$ cat src/rtl/tmr_pkg.sv
package tmr_pkg;

    localparam int ADDR_W = 4;

    localparam logic [ADDR_W-1:0] ADR_CTRL    = 4'd0;
    localparam logic [ADDR_W-1:0] ADR_IOSEL   = 4'd1;
    localparam logic [ADDR_W-1:0] ADR_ACTION  = 4'd2;
    localparam logic [ADDR_W-1:0] ADR_MCTL    = 4'd3;
    localparam logic [ADDR_W-1:0] ADR_IMASK   = 4'd4;
    localparam logic [ADDR_W-1:0] ADR_FLAGS   = 4'd5;
    localparam logic [ADDR_W-1:0] ADR_COUNT   = 4'd6;
    localparam logic [ADDR_W-1:0] ADR_PACC    = 4'd7;
    localparam int                ADR_CH_BASE = 8;

    // Two-bit per-channel code: compare action, or capture edge select
    typedef enum logic [1:0] {
        ACT_OFF    = 2'b00,
        ACT_TOGGLE = 2'b01,
        ACT_CLEAR  = 2'b10,
        ACT_SET    = 2'b11
    } act_e;

endpackage

$ cat src/rtl/tmr_timebase.sv
module tmr_timebase #(
    parameter int CNT_W = 16,
    parameter int PS_W  = 7,
    parameter int SEL_W = 3
) (
    input  logic             clk,
    input  logic             rst_n,
    input  logic             en,
    input  logic [SEL_W-1:0] sel_req,
    input  logic             load,
    input  logic [CNT_W-1:0] load_val,
    output logic             tick,
    output logic [CNT_W-1:0] cnt
);

    typedef struct packed {
        logic [PS_W-1:0]  pcnt;
        logic [SEL_W-1:0] sel;
        logic [CNT_W-1:0] cnt;
    } tb_st_t;

    tb_st_t          st_d, st_q;
    logic [PS_W-1:0] div_mask;

    always_comb begin
        st_d     = st_q;
        div_mask = ~({PS_W{1'b1}} << st_q.sel);
        tick     = en && ((st_q.pcnt & div_mask) == div_mask);
        if (en) begin
            st_d.pcnt = st_q.pcnt + PS_W'(1);
        end
        // deferred divide change: adopted only at the zero point
        if (st_q.pcnt == '0) begin
            st_d.sel = sel_req;
        end
        if (load) begin
            st_d.cnt = load_val;
        end else if (tick) begin
            st_d.cnt = st_q.cnt + CNT_W'(1);
        end
    end

    always_ff @(posedge clk or negedge rst_n) begin
        if (!rst_n) begin
            st_q <= '0;
        end else begin
            st_q <= st_d;
        end
    end

    assign cnt = st_q.cnt;


    sel_at_zero_chk: assert property (@(posedge clk) disable iff (!rst_n)
        (st_q.sel != $past(st_q.sel)) |-> ($past(st_q.pcnt) == '0));


    cnt_step_chk: assert property (@(posedge clk) disable iff (!rst_n)
        !$past(load) |-> ((st_q.cnt == $past(st_q.cnt)) ||
                          (st_q.cnt == CNT_W'($past(st_q.cnt) + CNT_W'(1)))));

endmodule

$ cat src/rtl/tmr_channel.sv
module tmr_channel
    import tmr_pkg::*;
#(
    parameter int CNT_W = 16
) (
    input  logic             clk,
    input  logic             rst_n,
    input  logic             tick,
    input  logic [CNT_W-1:0] cnt,
    input  logic             is_oc,
    input  logic [1:0]       mode,
    input  logic             cmp_we,
    input  logic [CNT_W-1:0] cmp_wdata,
    input  logic             pin_in,
    input  logic             force_en,
    input  logic             force_val,
    output logic             hit,
    output logic             cap,
    output logic [CNT_W-1:0] value,
    output logic             pin_out
);

    typedef struct packed {
        logic [CNT_W-1:0] val;
        logic             pin;
        logic             prev;
    } ch_st_t;

    ch_st_t st_d, st_q;
    logic   rise, fall;

    always_comb begin
        st_d = st_q;
        rise = pin_in & ~st_q.prev;
        fall = ~pin_in & st_q.prev;
        hit  = is_oc & tick & (cnt == st_q.val);
        cap  = ~is_oc & ((mode[0] & rise) | (mode[1] & fall));

        st_d.prev = pin_in;
        if (cap) begin
            st_d.val = cnt;
        end else if (cmp_we) begin
            st_d.val = cmp_wdata;
        end

        // master force outranks the channel's own action
        if (force_en) begin
            st_d.pin = force_val;
        end else if (hit) begin
            case (act_e'(mode))
                ACT_TOGGLE: st_d.pin = ~st_q.pin;
                ACT_CLEAR:  st_d.pin = 1'b0;
                ACT_SET:    st_d.pin = 1'b1;
                default:    st_d.pin = st_q.pin;
            endcase
        end
    end

    always_ff @(posedge clk or negedge rst_n) begin
        if (!rst_n) begin
            st_q <= '0;
        end else begin
            st_q <= st_d;
        end
    end

    assign value   = st_q.val;
    assign pin_out = st_q.pin;


    force_level_chk: assert property (@(posedge clk) disable iff (!rst_n)
        force_en |=> (st_q.pin == $past(force_val)));


    capture_pin_quiet_chk: assert property (@(posedge clk) disable iff (!rst_n)
        (!is_oc && !force_en) |=> $stable(st_q.pin));

endmodule

$ cat src/rtl/tmr_pacc.sv
module tmr_pacc #(
    parameter int CNT_W = 16
) (
    input  logic             clk,
    input  logic             rst_n,
    input  logic             en,
    input  logic             rising,
    input  logic             pa_in,
    input  logic             load,
    input  logic [CNT_W-1:0] load_val,
    output logic [CNT_W-1:0] count
);

    typedef struct packed {
        logic [CNT_W-1:0] cnt;
        logic             prev;
    } pa_st_t;

    pa_st_t st_d, st_q;
    logic   edge_seen;

    always_comb begin
        st_d      = st_q;
        edge_seen = rising ? (pa_in & ~st_q.prev) : (~pa_in & st_q.prev);
        st_d.prev = pa_in;
        if (load) begin
            st_d.cnt = load_val;
        end else if (en && edge_seen) begin
            st_d.cnt = st_q.cnt + CNT_W'(1);
        end
    end

    always_ff @(posedge clk or negedge rst_n) begin
        if (!rst_n) begin
            st_q <= '0;
        end else begin
            st_q <= st_d;
        end
    end

    assign count = st_q.cnt;


    pacc_step_chk: assert property (@(posedge clk) disable iff (!rst_n)
        !$past(load) |-> ((st_q.cnt == $past(st_q.cnt)) ||
                          (st_q.cnt == CNT_W'($past(st_q.cnt) + CNT_W'(1)))));

endmodule

$ cat src/rtl/ocp_timer.sv
module ocp_timer
    import tmr_pkg::*;
#(
    parameter int CNT_W  = 16,
    parameter int NUM_CH = 8,
    parameter int PS_W   = 7
) (
    input  logic              clk,
    input  logic              rst_n,
    input  logic              reg_we,
    input  logic [ADDR_W-1:0] reg_addr,
    input  logic [CNT_W-1:0]  reg_wdata,
    output logic [CNT_W-1:0]  reg_rdata,
    input  logic [NUM_CH-1:0] ch_in,
    output logic [NUM_CH-1:0] ch_out,
    output logic [NUM_CH-1:0] ch_oe,
    input  logic              pa_in,
    output logic              irq
);

    localparam int SEL_W    = $clog2(PS_W + 1);
    localparam int PA_EN_B  = SEL_W + 1;
    localparam int PA_RISE_B = SEL_W + 2;
    localparam int IDX_W    = $clog2(NUM_CH);
    localparam int MASTER   = NUM_CH - 1;

    typedef struct packed {
        logic                en;
        logic [SEL_W-1:0]    sel;
        logic                pa_en;
        logic                pa_rise;
        logic [NUM_CH-1:0]   iosel;
        logic [2*NUM_CH-1:0] action;
        logic [NUM_CH-1:0]   mmask;
        logic [NUM_CH-1:0]   mdata;
        logic [NUM_CH-1:0]   imask;
        logic [NUM_CH-1:0]   flags;
    } top_st_t;

    top_st_t           st_d, st_q;
    logic              tick;
    logic [CNT_W-1:0]  tcnt;
    logic [CNT_W-1:0]  pa_count;
    logic [NUM_CH-1:0] ch_hit, ch_cap, evt, w1c;
    logic [CNT_W-1:0]  ch_val [NUM_CH];
    logic              cnt_load, pa_load;

    assign cnt_load = reg_we && (reg_addr == ADR_COUNT);
    assign pa_load  = reg_we && (reg_addr == ADR_PACC);
    assign evt      = ch_hit | ch_cap;
    assign w1c      = (reg_we && (reg_addr == ADR_FLAGS)) ? reg_wdata[NUM_CH-1:0] : '0;

    always_comb begin
        st_d = st_q;
        if (reg_we) begin
            case (reg_addr)
                ADR_CTRL: begin
                    st_d.en      = reg_wdata[0];
                    st_d.sel     = reg_wdata[SEL_W:1];
                    st_d.pa_en   = reg_wdata[PA_EN_B];
                    st_d.pa_rise = reg_wdata[PA_RISE_B];
                end
                ADR_IOSEL:  st_d.iosel  = reg_wdata[NUM_CH-1:0];
                ADR_ACTION: st_d.action = reg_wdata[2*NUM_CH-1:0];
                ADR_MCTL: begin
                    st_d.mmask = reg_wdata[NUM_CH-1:0];
                    st_d.mdata = reg_wdata[2*NUM_CH-1:NUM_CH];
                end
                ADR_IMASK:  st_d.imask  = reg_wdata[NUM_CH-1:0];
                default: ;
            endcase
        end
        // events raise flags; write-one clears
        st_d.flags = (st_q.flags & ~w1c) | evt;
    end

    always_ff @(posedge clk or negedge rst_n) begin
        if (!rst_n) begin
            st_q <= '0;
        end else begin
            st_q <= st_d;
        end
    end

    always_comb begin
        reg_rdata = '0;
        case (reg_addr)
            ADR_CTRL:   reg_rdata = CNT_W'({st_q.pa_rise, st_q.pa_en, st_q.sel, st_q.en});
            ADR_IOSEL:  reg_rdata = CNT_W'(st_q.iosel);
            ADR_ACTION: reg_rdata = CNT_W'(st_q.action);
            ADR_MCTL:   reg_rdata = CNT_W'({st_q.mdata, st_q.mmask});
            ADR_IMASK:  reg_rdata = CNT_W'(st_q.imask);
            ADR_FLAGS:  reg_rdata = CNT_W'(st_q.flags);
            ADR_COUNT:  reg_rdata = tcnt;
            ADR_PACC:   reg_rdata = pa_count;
            default:    reg_rdata = ch_val[reg_addr[IDX_W-1:0]];
        endcase
    end

    tmr_timebase #(
        .CNT_W (CNT_W),
        .PS_W  (PS_W),
        .SEL_W (SEL_W)
    ) u_timebase (
        .clk      (clk),
        .rst_n    (rst_n),
        .en       (st_q.en),
        .sel_req  (st_q.sel),
        .load     (cnt_load),
        .load_val (reg_wdata),
        .tick     (tick),
        .cnt      (tcnt)
    );

    tmr_pacc #(
        .CNT_W (CNT_W)
    ) u_pacc (
        .clk      (clk),
        .rst_n    (rst_n),
        .en       (st_q.pa_en),
        .rising   (st_q.pa_rise),
        .pa_in    (pa_in),
        .load     (pa_load),
        .load_val (reg_wdata),
        .count    (pa_count)
    );

    for (genvar i = 0; i < NUM_CH; i++) begin : g_ch
        tmr_channel #(
            .CNT_W (CNT_W)
        ) u_ch (
            .clk       (clk),
            .rst_n     (rst_n),
            .tick      (tick),
            .cnt       (tcnt),
            .is_oc     (st_q.iosel[i]),
            .mode      (st_q.action[2*i+1:2*i]),
            .cmp_we    (reg_we && (reg_addr == ADDR_W'(ADR_CH_BASE + i))),
            .cmp_wdata (reg_wdata),
            .pin_in    (ch_in[i]),
            .force_en  (ch_hit[MASTER] & st_q.mmask[i]),
            .force_val (st_q.mdata[i]),
            .hit       (ch_hit[i]),
            .cap       (ch_cap[i]),
            .value     (ch_val[i]),
            .pin_out   (ch_out[i])
        );
    end

    assign ch_oe = st_q.iosel;
    assign irq   = |(st_q.flags & st_q.imask);


    flag_source_chk: assert property (@(posedge clk) disable iff (!rst_n)
        ((st_q.flags & ~$past(st_q.flags) & ~$past(evt)) == '0));


    flag_clear_chk: assert property (@(posedge clk) disable iff (!rst_n)
        ((st_q.flags & $past(w1c) & ~$past(evt)) == '0));

endmodule

$ cat config.mk
export PLATFORM = sky130hd
export DESIGN_NAME = ocp_timer
export DESIGN_NICKNAME = d
export VERILOG_FILES = /design/src/rtl/tmr_pkg.sv /design/src/rtl/tmr_timebase.sv /design/src/rtl/tmr_channel.sv /design/src/rtl/tmr_pacc.sv /design/src/rtl/ocp_timer.sv
export SDC_FILE = /design/constraint.sdc
export NUM_CORES = 1
export LEC_CHECK = 0
export ABC_AREA = 0
export BUFFER_PORTS_ARGS = -buffer_cell sky130_fd_sc_hd__buf_4
export CORE_UTILIZATION = 30
export DETAILED_ROUTE_END_ITERATION = 8
export GPL_ROUTABILITY_DRIVEN = 0
export PLACE_DENSITY = 0.56
export SYNTH_ARGS = -nofsm -noshare
export SYNTH_HDL_FRONTEND = slang
export SYNTH_SLANG_ARGS = --single-unit
export TNS_END_PERCENT = 5
$ cat constraint.sdc
create_clock -name clk -period 2.65 [get_ports clk]
set_input_delay 0.1325 -clock clk [delete_from_list [all_inputs] [get_ports clk]]
set_output_delay 0.1325 -clock clk [all_outputs]
set_load 0.02 [all_outputs]
==> flow_summary.toml, run 1 <==
[yosys]
synth_cells = 1535
ys_ff_latch = 249
syn_avg_cell_area_um2 = 9.92
syn_area_um2 = 15200
synth_edf_count = 0
yosysUniqueCellTypes = 54
ys_seq_area_share_pct = 40.9
async_flop_share_pct = 100
syn_nets = 1579
yosys_warnings = 0
ys.flop_type = "dfrtp_1"

[flow_run]
maxCapViolCount = 0

[placed_design]
port_buffers = 64
dp.final_hpwl_um = 38900

[drt]
dr_total_vias = 12634
via_per_inst = 5.46
dr.pass1.iters = 5
drc = 0
wl_um = 55800
wl_per_cell_um = 24.1
drtIter0Drc = 1224
final_antenna_net_count = 0

[outcome]
outcome = "finished clean"

[grt]
grt_max_degree = 75
antenna_found_initial = 0
grt_pass1_wl_um = 83600
grt_pass1_vias = 12587
grt-ovfl-total = 0
grt_usage_pct = 21.9

[cts]
insertion_delay_ns = 0.57
cts-buffers-inserted = 30
cts_tree = "done"
clkSinkCount = 249
ctsRootBufferMaster = "clkbuf_16"
cts.clk_slew.worst_paths_ns = 0.06
h-tree-depth = 1
cts_buffer_depth = 3

[worst_setup_path]
r2r-end = "g_ch[4].u_ch.pin_out"
slowest_delay_ns = 0.60
crit_path_top_delay_cell = "nor4_1"
critPathCaptureType = "flip-flop"
path_class = "flip-flop to flip-flop"
reg2reg_depth = 7
rr_startpoint = "u_timebase.cnt[15]"
worstPathRequired_ns = 3.10
cp_data_arrival_time_ns = 3.01
cp_max_fo = 9
r2r_setup_slack_ns = 0.09
critPathLaunch = "u_timebase.cnt[15]"
worstSetupStartpointType = "flip-flop"
cp.buffers_inverters = 1
critPathTopFamily = "simple AND/OR/NAND/NOR gates"
path_cells = "buf_4 -> xor2_1 -> nor4_1 -> nand4_1 -> o41ai_1 -> o31ai_1 -> mux2_1"

[finish]
seqCellArea_um2 = 6230
syn2layout_area_growth_pct = 18.9
fillCellCount = 5054
drive_above_1_share_pct = 21.0
multi_input_area_um2 = 8350
finalNetCount = 1667
antenna_cells = 0
utilization_pct = 36.2

[pwr]
vdd_drop_max_mv = 0.415
p_leak_nw = 7.44
pwr_density_cell_nw_per_um2 = 1030

[floorplan]
die_area_um2 = 51700
die_x_um = 227
core_area_um2 = 50100
ios = 65
initial_core_util_pct = 30.4
die_h_um = 227
placementRows = 82

[sta]
fin_skew_ns = 0.00714
hold_violations = 0
relSlewSlack_pct = 38.9
fin_hold_ws_ns = 0.0905
setup_viol_count_final = 0
grt_setup_unrepaired = "no"
period_needed_ns = 2.56
fin_crit_sh_pct = 96.7
worst_slew_pin_slew_ns = 0.917
max_freq_ghz = 0.390
drv_slew = 0

[min_path]
worst_hold_path_type = "primary input to async pin"
==> area by class of cell <==
class                   instances  share of cell area, %
well taps                     672                   4.64
inverters                      15                  0.311
clock inverters                 8                  0.635
clock buffers                  45                   4.96
flip-flops and latches        249                   34.4
repair buffers                191                   8.94
multi-input cells            1136                   46.1
==> state kept, by name, indices dropped and copies added, names as in the netlist <==
name               cells
u_timebase.st_q       10
g_ch.u_ch.value      128
u_pacc.st_q            1
u_pacc.count          16
u_timebase.cnt        16
g_ch.u_ch.st_q         8
ch_oe                  8
g_ch.u_ch.pin_out      8
st_q                  54
==> power by group <==
| part | switching (mW) | internal [mW] | leakage [nW] |
|---|---|---|---|
| Combinational | 4.12 | 3.22 | 3.87 |
| Clock | 1.67 | 2.60 | 0.503 |
| Sequential | 1.83 | 5.21 | 3.06 |
| Total | 7.63 | 11.0 | 7.44 |
==> Yosys cell counts, types with 27 or more instances <==
cell type,number,area share (%)
nand2_1,238,5.9
mux4_2,36,5.3
mux2_2,73,5.4
xnor2_1,27,1.6
nor2_1,43,1.1
mux2i_1,150,9.9
buf_2,32,1.1
dfrtp_1,249,41
o21ai_0,164,5.4
nand3_1,27,0.89
xor2_1,134,7.7
clkbuf_1,70,1.7
nor4_1,31,1.3
==> worst register-to-register path, stage by stage, from the launching register on <==
cell and delay (ns):
dfrtp_1 0.49, buf_4 0.25, xor2_1 0.16, nor4_1 0.60, nand4_1 0.17, o41ai_1 0.36, o31ai_1 0.12, mux2_1 0.30
==> timing repair <==
action,CTS,global route
gates resized for setup,3,2
setup endpoints to repair,2,2
hold endpoints to repair,100,0
hold buffers,26,0
setup buffers,1,0
gates cloned,0,0
==> placed cells by master, fill, tap and decap left out, types with 6 or more instances in the layout <==
cell type,count
a21oi_1,19
a21oi_2,6
a221oi_1,7
a22oi_1,19
and2_1,8
and3_1,7
buf_12,9
buf_4,155
clkbuf_1,7
clkbuf_16,31
clkbuf_8,7
dfrtp_1,247
dlygate4sd3_1,26
ha_1,12
inv_1,15
mux2_1,6
mux2_2,73
mux2i_1,150
mux4_2,36
nand2_1,238
nand3_1,27
nand3b_1,18
nand4_1,22
nor2_1,36
nor2_2,9
nor2b_1,6
nor3_1,22
nor4_1,29
o21ai_0,164
o31ai_1,6
o41ai_1,7
or4_1,7
xnor2_1,27
xor2_1,134
==> how the worst max path moves through the flow <==
stage	endpoint	slack [ns]	cells past startpoint
after CTS	g_ch[1].u_ch.pin_out	0.06	8
after global routing	g_ch[5].u_ch.pin_out	0.004	7
after detailed placement	g_ch[1].u_ch.pin_out	-0.04	8
after floorplan	g_ch[0].u_ch.pin_out	0.58	7
after global placement	g_ch[1].u_ch.pin_out	0.07	8
final	g_ch[4].u_ch.pin_out	0.09	7
==> layer usage <==
layer  wire length, um  up-vias  track usage [%]
li1                  -     5607                -
met1             24300     6355             30.3
met2             24700      559             33.7
met3              4470      113             3.64
met4              2350        0             8.96
met5                 0        -                0
==> logic make-up (layout without fill, tap and decap cells) <==
| family | after synthesis | after routing | synth area share (%) |
|---|---|---|---|
| simple gates | 446 | 446 | 13.7 |
| mux | 265 | 265 | 21.0 |
| compound gates | 252 | 252 | 9.48 |
| flops | 249 | 249 | 40.9 |
| xor+xnor | 161 | 161 | 9.26 |
| buf+inv | 150 | 259 | 4.63 |
| fa+ha+maj | 12 | 12 | 0.986 |
==> stage by stage <==
step	setup TNS (ns)	instance area (um^2)	instances	total power, mW	setup slack (ns)
finish	0	18100	2316	18.7	0.0883
global route	0	18100	2316	19.6	0.00378
detailed placement	-0.0388	16800	2236	14.2	-0.0388
global placement	0	16800	2236	14.0	0.0743
CTS	0	18100	2316	18.6	0.0633
floorplan	0	15200	1535	11.0	0.581
(Power assumes the default switching activity.)
==> inputs of run 2 (changes only) <==
--- a/config.mk
+++ b/config.mk
@@ -9,9 +9,9 @@
 export BUFFER_PORTS_ARGS = -buffer_cell sky130_fd_sc_hd__buf_4
 export CORE_UTILIZATION = 30
 export DETAILED_ROUTE_END_ITERATION = 8
-export GPL_ROUTABILITY_DRIVEN = 0
 export PLACE_DENSITY = 0.56
 export SYNTH_ARGS = -nofsm -noshare
 export SYNTH_HDL_FRONTEND = slang
+export SYNTH_HIERARCHICAL = 1
 export SYNTH_SLANG_ARGS = --single-unit
 export TNS_END_PERCENT = 5
==> flow_summary.toml, run 2 <==
[pwr]
power.total_mw = 17.8
vdd_drop_max_mv = 0.647
p_leak_nw = 7.19
pwr_density_cell_nw_per_um2 = 970

[floorplan]
die_area_um2 = 56500
core_area_um2 = 55000
die_x_um = 238
initial_core_util_pct = 30.3
die_h_um = 238
placementRows = 86
ios = 65

[drt]
dr_total_vias = 12457
drtIter0Drc = 1083
final_antenna_net_count = 0
via_per_inst = 5.23
wl_per_cell_um = 22.7
wl_um = 54100
drc = 0
dr.pass1.iters = 5

[grt]
antenna_found_initial = 1
grt_busiest_layer = "met2"
grt_pass1_wl_um = 81300
grt_usage_pct = 19.1
use_met1_pct = 27.2
grt_max_degree = 85
grt_use_met3_pct = 3.18
grt.met2_usage_pct = 29.5
grt_pass1_vias = 12228
grt-ovfl-total = 0

[finish]
finalNetCount = 1655
stdcell_count = 2381
syn2layout_area_growth_pct = 9.89
largest_reg_flops = 128
drive_above_1_share_pct = 21.4
fillCellCount = 5567
final_cell_mix = "249 x dfrtp_1, 212 x nand2_1, 197 x mux2i_1, 151 x o21ai_0, 133 x buf_4"
utilization_pct = 33.3
finalInstanceArea_um2 = 18300
antenna_cells = 0
final_common_cell = "dfrtp_1"

[cts]
h-tree-depth = 1
clkSinkCount = 249
cts_buffer_depth = 3
cts_tree = "done"
cts.clk_slew.worst_paths_ns = 0.06
cts-buffers-inserted = 29
insertion_delay_ns = 0.58
ctsRootBufferMaster = "clkbuf_16"

[yosys]
syn_area_um2 = 16700
syn_nets = 1709
yosys-top-cells-count = "249 x dfrtp_1, 212 x nand2_1, 197 x mux2i_1"
syn_avg_cell_area_um2 = 10.0
synth_cells = 1665
ys.flop_type = "dfrtp_1"
yosys_warnings = 6
yosysUniqueCellTypes = 72
ys_top_cells_by_area = "dfrtp_1 37%, mux2i_1 12%, buf_4 7.8%"
synth_edf_count = 0
yosysTopAreaCellShare_pct = 37.4
ys_seq_area_share_pct = 37.4
async_flop_share_pct = 100
synth.most_common_cell = "dfrtp_1"
ys_ff_latch = 249
yosys.area.top_type = "dfrtp_1"

[worst_setup_path]
critPathCaptureType = "primary output"
cp_data_arrival_time_ns = 2.38
worstSetupStartpointType = "flip-flop"
cp_max_fo = 8
path_class = "flip-flop to primary output"
worstPathRequired_ns = 2.52

[sta]
fin_hold_ws_ns = 0.118
period_needed_ns = 2.52
fin_skew_ns = 0.0203
setup_viol_count_final = 0
worst_slew_pin_slew_ns = 0.735
grt_setup_unrepaired = "no"
hold_violations = 0
relSlewSlack_pct = 51.0
setup_ws_ns = 0.133
fin_crit_sh_pct = 95.0
drv_slew = 0
max_freq_ghz = 0.397
fin_tns_setup_ns = 0

[placed_design]
dp_cells = 2302
post-place-ws_ns = 0.356
port_buffers = 64
dp.final_hpwl_um = 38300
place_area_um2 = 17000
gp_congestion = 0.900

[flow_run]
maxCapViolCount = 0

[outcome]
outcome = "finished clean"

[min_path]
worst_hold_path_type = "primary input to flip-flop"
run 2: changes by cell type in the layout (fill, tap and decap cells not counted), moves of 12 or more:
| cell | change |
|---|---|
| nor4_2 | +13 |
| nand4_1 | -12 |
| o21ai_0 | -13 |
| nand2_1 | -26 |
| buf_4 | -22 |
| mux2i_1 | +47 |
| mux4_2 | -18 |
run 2: path summary, 6_finish.rpt:
kind / start / to / cells after the start / slack [ns]
max in group asynchronous: rst_n / u_timebase/st_q[22] / 3 / 1.58
max: u_timebase/cnt[6] / reg_rdata[6] / 5 / 0.13
max reg2reg: u_timebase/st_q[19] / g_ch[6].u_ch/pin_out / 10 / 0.31
min in group asynchronous: rst_n / g_ch[0].u_ch/value[14] / 2 / 0.18
min reg2reg: u_timebase/st_q[25] / u_timebase/st_q[25] / 1 / 0.50
min: reg_we / u_timebase/cnt[10] / 5 / 0.12
run 2: repair_timing:
action,4_1_cts,5_1_grt
setup buffers,0,0
endpoints found under the hold margin,137,0
hold buffers,26,0
gates resized for setup,0,1
setup endpoints to repair,0,1
run 2: area by class of cell:
class	count	area [um^2]	share of cell area, %
Tap cell	748	936	5.11
Clock buffer	40	877	4.79
Clock inverter	13	146	0.799
Timing Repair Buffer	164	1350	7.39
Sequential cell	249	6230	34.0
Multi-Input combinational cell	1160	8760	47.8
Inverter	7	26.3	0.143
run 2: routing by layer:
metal / wire [um] / share of wire, %
met1: 24500 / 45
met4: 1790 / 3.3
met2: 24100 / 45
met3: 3760 / 6.9
met5: 0 / 0
run 2: logic make-up (layout without fill, tap and decap cells):
family,count (synthesis),count (layout),synth area share (%)
AOI/OAI and AO/OA,261,261,9.29
xor gates and xnor gates,155,155,8.14
adders and majority gates,12,12,0.900
buffers and inverters,256,224,10.5
DFF,249,249,37.4
muxes,290,290,19.5
and+or+nand+nor,442,442,14.2
run 2: worst max-delay path, stage by stage, from the launching register on:
cell and delay, ns:
dfrtp_1 0.52, buf_4 0.26, mux2_2 0.28, a311oi_2 0.37
a21oi_1 0.18, buf_4 0.19
run 2: where the power goes:
part / switching [mW] / internal (mW) / leakage [nW] / total [mW]
Sequential: 1.81 / 5.21 / 3.05 / 7.01
Clock: 1.68 / 2.59 / 0.515 / 4.27
Combinational: 3.62 / 2.87 / 3.62 / 6.49
==> inputs of run 3 (changes only) <==
--- a/config.mk
+++ b/config.mk
@@ -12,6 +12,5 @@
 export PLACE_DENSITY = 0.56
 export SYNTH_ARGS = -nofsm -noshare
 export SYNTH_HDL_FRONTEND = slang
-export SYNTH_HIERARCHICAL = 1
 export SYNTH_SLANG_ARGS = --single-unit
 export TNS_END_PERCENT = 5
==> flow_summary.toml, run 3 (synthesis results as in run 1) <==
[placed_design]
port_buffers = 64
post-place-ws_ns = 0.00139
dp.final_hpwl_um = 39000
gp_congestion = 0.937

[finish]
largest_reg_flops = 128
syn2layout_area_growth_pct = 18.6
final_common_cell = "dfrtp_1"
final_cell_mix = "247 x dfrtp_1, 238 x nand2_1, 164 x o21ai_0, 150 x mux2i_1, 149 x buf_4"
finalNetCount = 1664
drive_above_1_share_pct = 20.7
fillCellCount = 5079
antenna_cells = 0

[floorplan]
placementRows = 82
die_h_um = 227
die_area_um2 = 51700
initial_core_util_pct = 30.4
core_area_um2 = 50100
ios = 65
die_x_um = 227

[sta]
period_needed_ns = 2.61
fin_crit_sh_pct = 98.4
setup_ws_ns = 0.0419
fin_skew_ns = 0.0122
fin_tns_setup_ns = 0
hold_violations = 0
worst_slew_pin_slew_ns = 0.889
drv_slew = 0
max_freq_ghz = 0.383
relSlewSlack_pct = 40.7
grt_setup_unrepaired = "no"
setup_viol_count_final = 0

[grt]
grt_pass1_wl_um = 83000
antenna_found_initial = 1
grt_pass1_vias = 12316
grt-ovfl-total = 0
grt_max_degree = 73
grt_usage_pct = 21.7

[cts]
ctsRootBufferMaster = "clkbuf_16"
cts-buffers-inserted = 30
cts_tree = "done"
cts.clk_slew.worst_paths_ns = 0.06
cts_buffer_depth = 3
insertion_delay_ns = 0.58
clkSinkCount = 249
h-tree-depth = 1
post_cts_buffers = 0

[drt]
wl_per_cell_um = 23.9
dr.pass1.iters = 5
drc = 0
dr_total_vias = 12562
wl_um = 55200
final_antenna_net_count = 0
drtIter0Drc = 1169
via_per_inst = 5.43

[worst_setup_path]
r2r-end = "g_ch[2].u_ch.pin_out"
worstSetupStartpointType = "flip-flop"
crit_path_top_delay_cell = "mux4_2"
critPathCaptureType = "primary output"
worstPathRequired_ns = 2.52
r2r_setup_slack_ns = 0.07
path_class = "flip-flop to primary output"
rr_startpoint = "u_timebase.cnt[14]"
path_cells = "buf_6 -> mux4_2 -> nor2b_1 -> a211oi_2 -> a21oi_2 -> buf_4"
cp_data_arrival_time_ns = 2.48
cp_max_fo = 13
reg2reg_depth = 7
slowest_delay_ns = 0.50

[pwr]
pwr_density_cell_nw_per_um2 = 1020
p_leak_nw = 7.39
vdd_drop_max_mv = 0.465

[flow_run]
maxCapViolCount = 0

[outcome]
outcome = "finished clean"

[min_path]
worst_hold_path_type = "primary input to async pin"
run 3: worst max-delay path: cells and delay by family, from the launching register on:
| kind | cells | cell delay [ns] |
|---|---|---|
| DFF | 1 | 0.48 |
| muxes | 1 | 0.50 |
| buffers and inverters | 2 | 0.39 |
| AOI/OAI and AO/OA | 2 | 0.36 |
| and+or+nand+nor | 1 | 0.16 |
run 3: layout make-up:
cell class | count | area (um^2) | share of cell area, %
Inverter | 15 | 56.3 | 0.312
Sequential cell | 249 | 6230 | 34.5
Timing Repair Buffer | 188 | 1630 | 9.00
Tap cell | 672 | 841 | 4.66
Clock buffer | 48 | 890 | 4.93
Multi-Input combinational cell | 1136 | 8370 | 46.3
Clock inverter | 4 | 45.0 | 0.249
run 3: repair_timing:
item | in CTS | in global routing
endpoints found under the setup margin | 2 | 7
gates resized for setup | 5 | 4
hold endpoints to repair | 137 | 0
hold buffers | 26 | 0
pin swaps | 1 | 0
run 3: worst max-delay path by stage:
stage                                   from                    to  cells past startpoint
after global placement    u_timebase.cnt[12]  g_ch[3].u_ch.pin_out                      7
final                      u_timebase.cnt[5]          reg_rdata[5]                      6
after floorplan            u_timebase.cnt[5]  g_ch[0].u_ch.pin_out                      7
after CTS                  u_timebase.cnt[5]          reg_rdata[5]                      6
after global routing      u_timebase.cnt[14]  g_ch[2].u_ch.pin_out                      7
after detailed placement  u_timebase.cnt[12]  g_ch[1].u_ch.pin_out                      8
run 3: per-layer routing:
metal / part of all wire, % / GRT usage [%] / up-vias
met2: 45 / 33.4 / 543
met4: 4.4 / 9.27 / 0
met5: 0 / 0 / -
met3: 7.1 / 3.14 / 115
li1: - / - / 5587
met1: 44 / 30.3 / 6317
run 3: power by group:
group          switching (mW)  internal, mW
sequential               1.82          5.21
clock                    1.66          2.36
combinational            4.10          3.25
total                    7.58          10.8
run 3: metrics by stage:
stage | hold WS [ns] | cell area [um^2] | total power [mW] | utilization, % | cells
2_1_floorplan | -0.163 | 15200 | 11.0 | - | 1535
3_3_place_gp | 0.178 | 16800 | 14.0 | 33.6 | 2234
3_5_place_dp | 0.178 | 16800 | 14.2 | 33.6 | 2234
4_1_cts | 0.155 | 18000 | 18.3 | 36.0 | 2312
5_1_grt | 0.201 | 18100 | 19.4 | 36.1 | 2312
6_report | 0.147 | 18100 | 18.4 | 36.1 | 2312
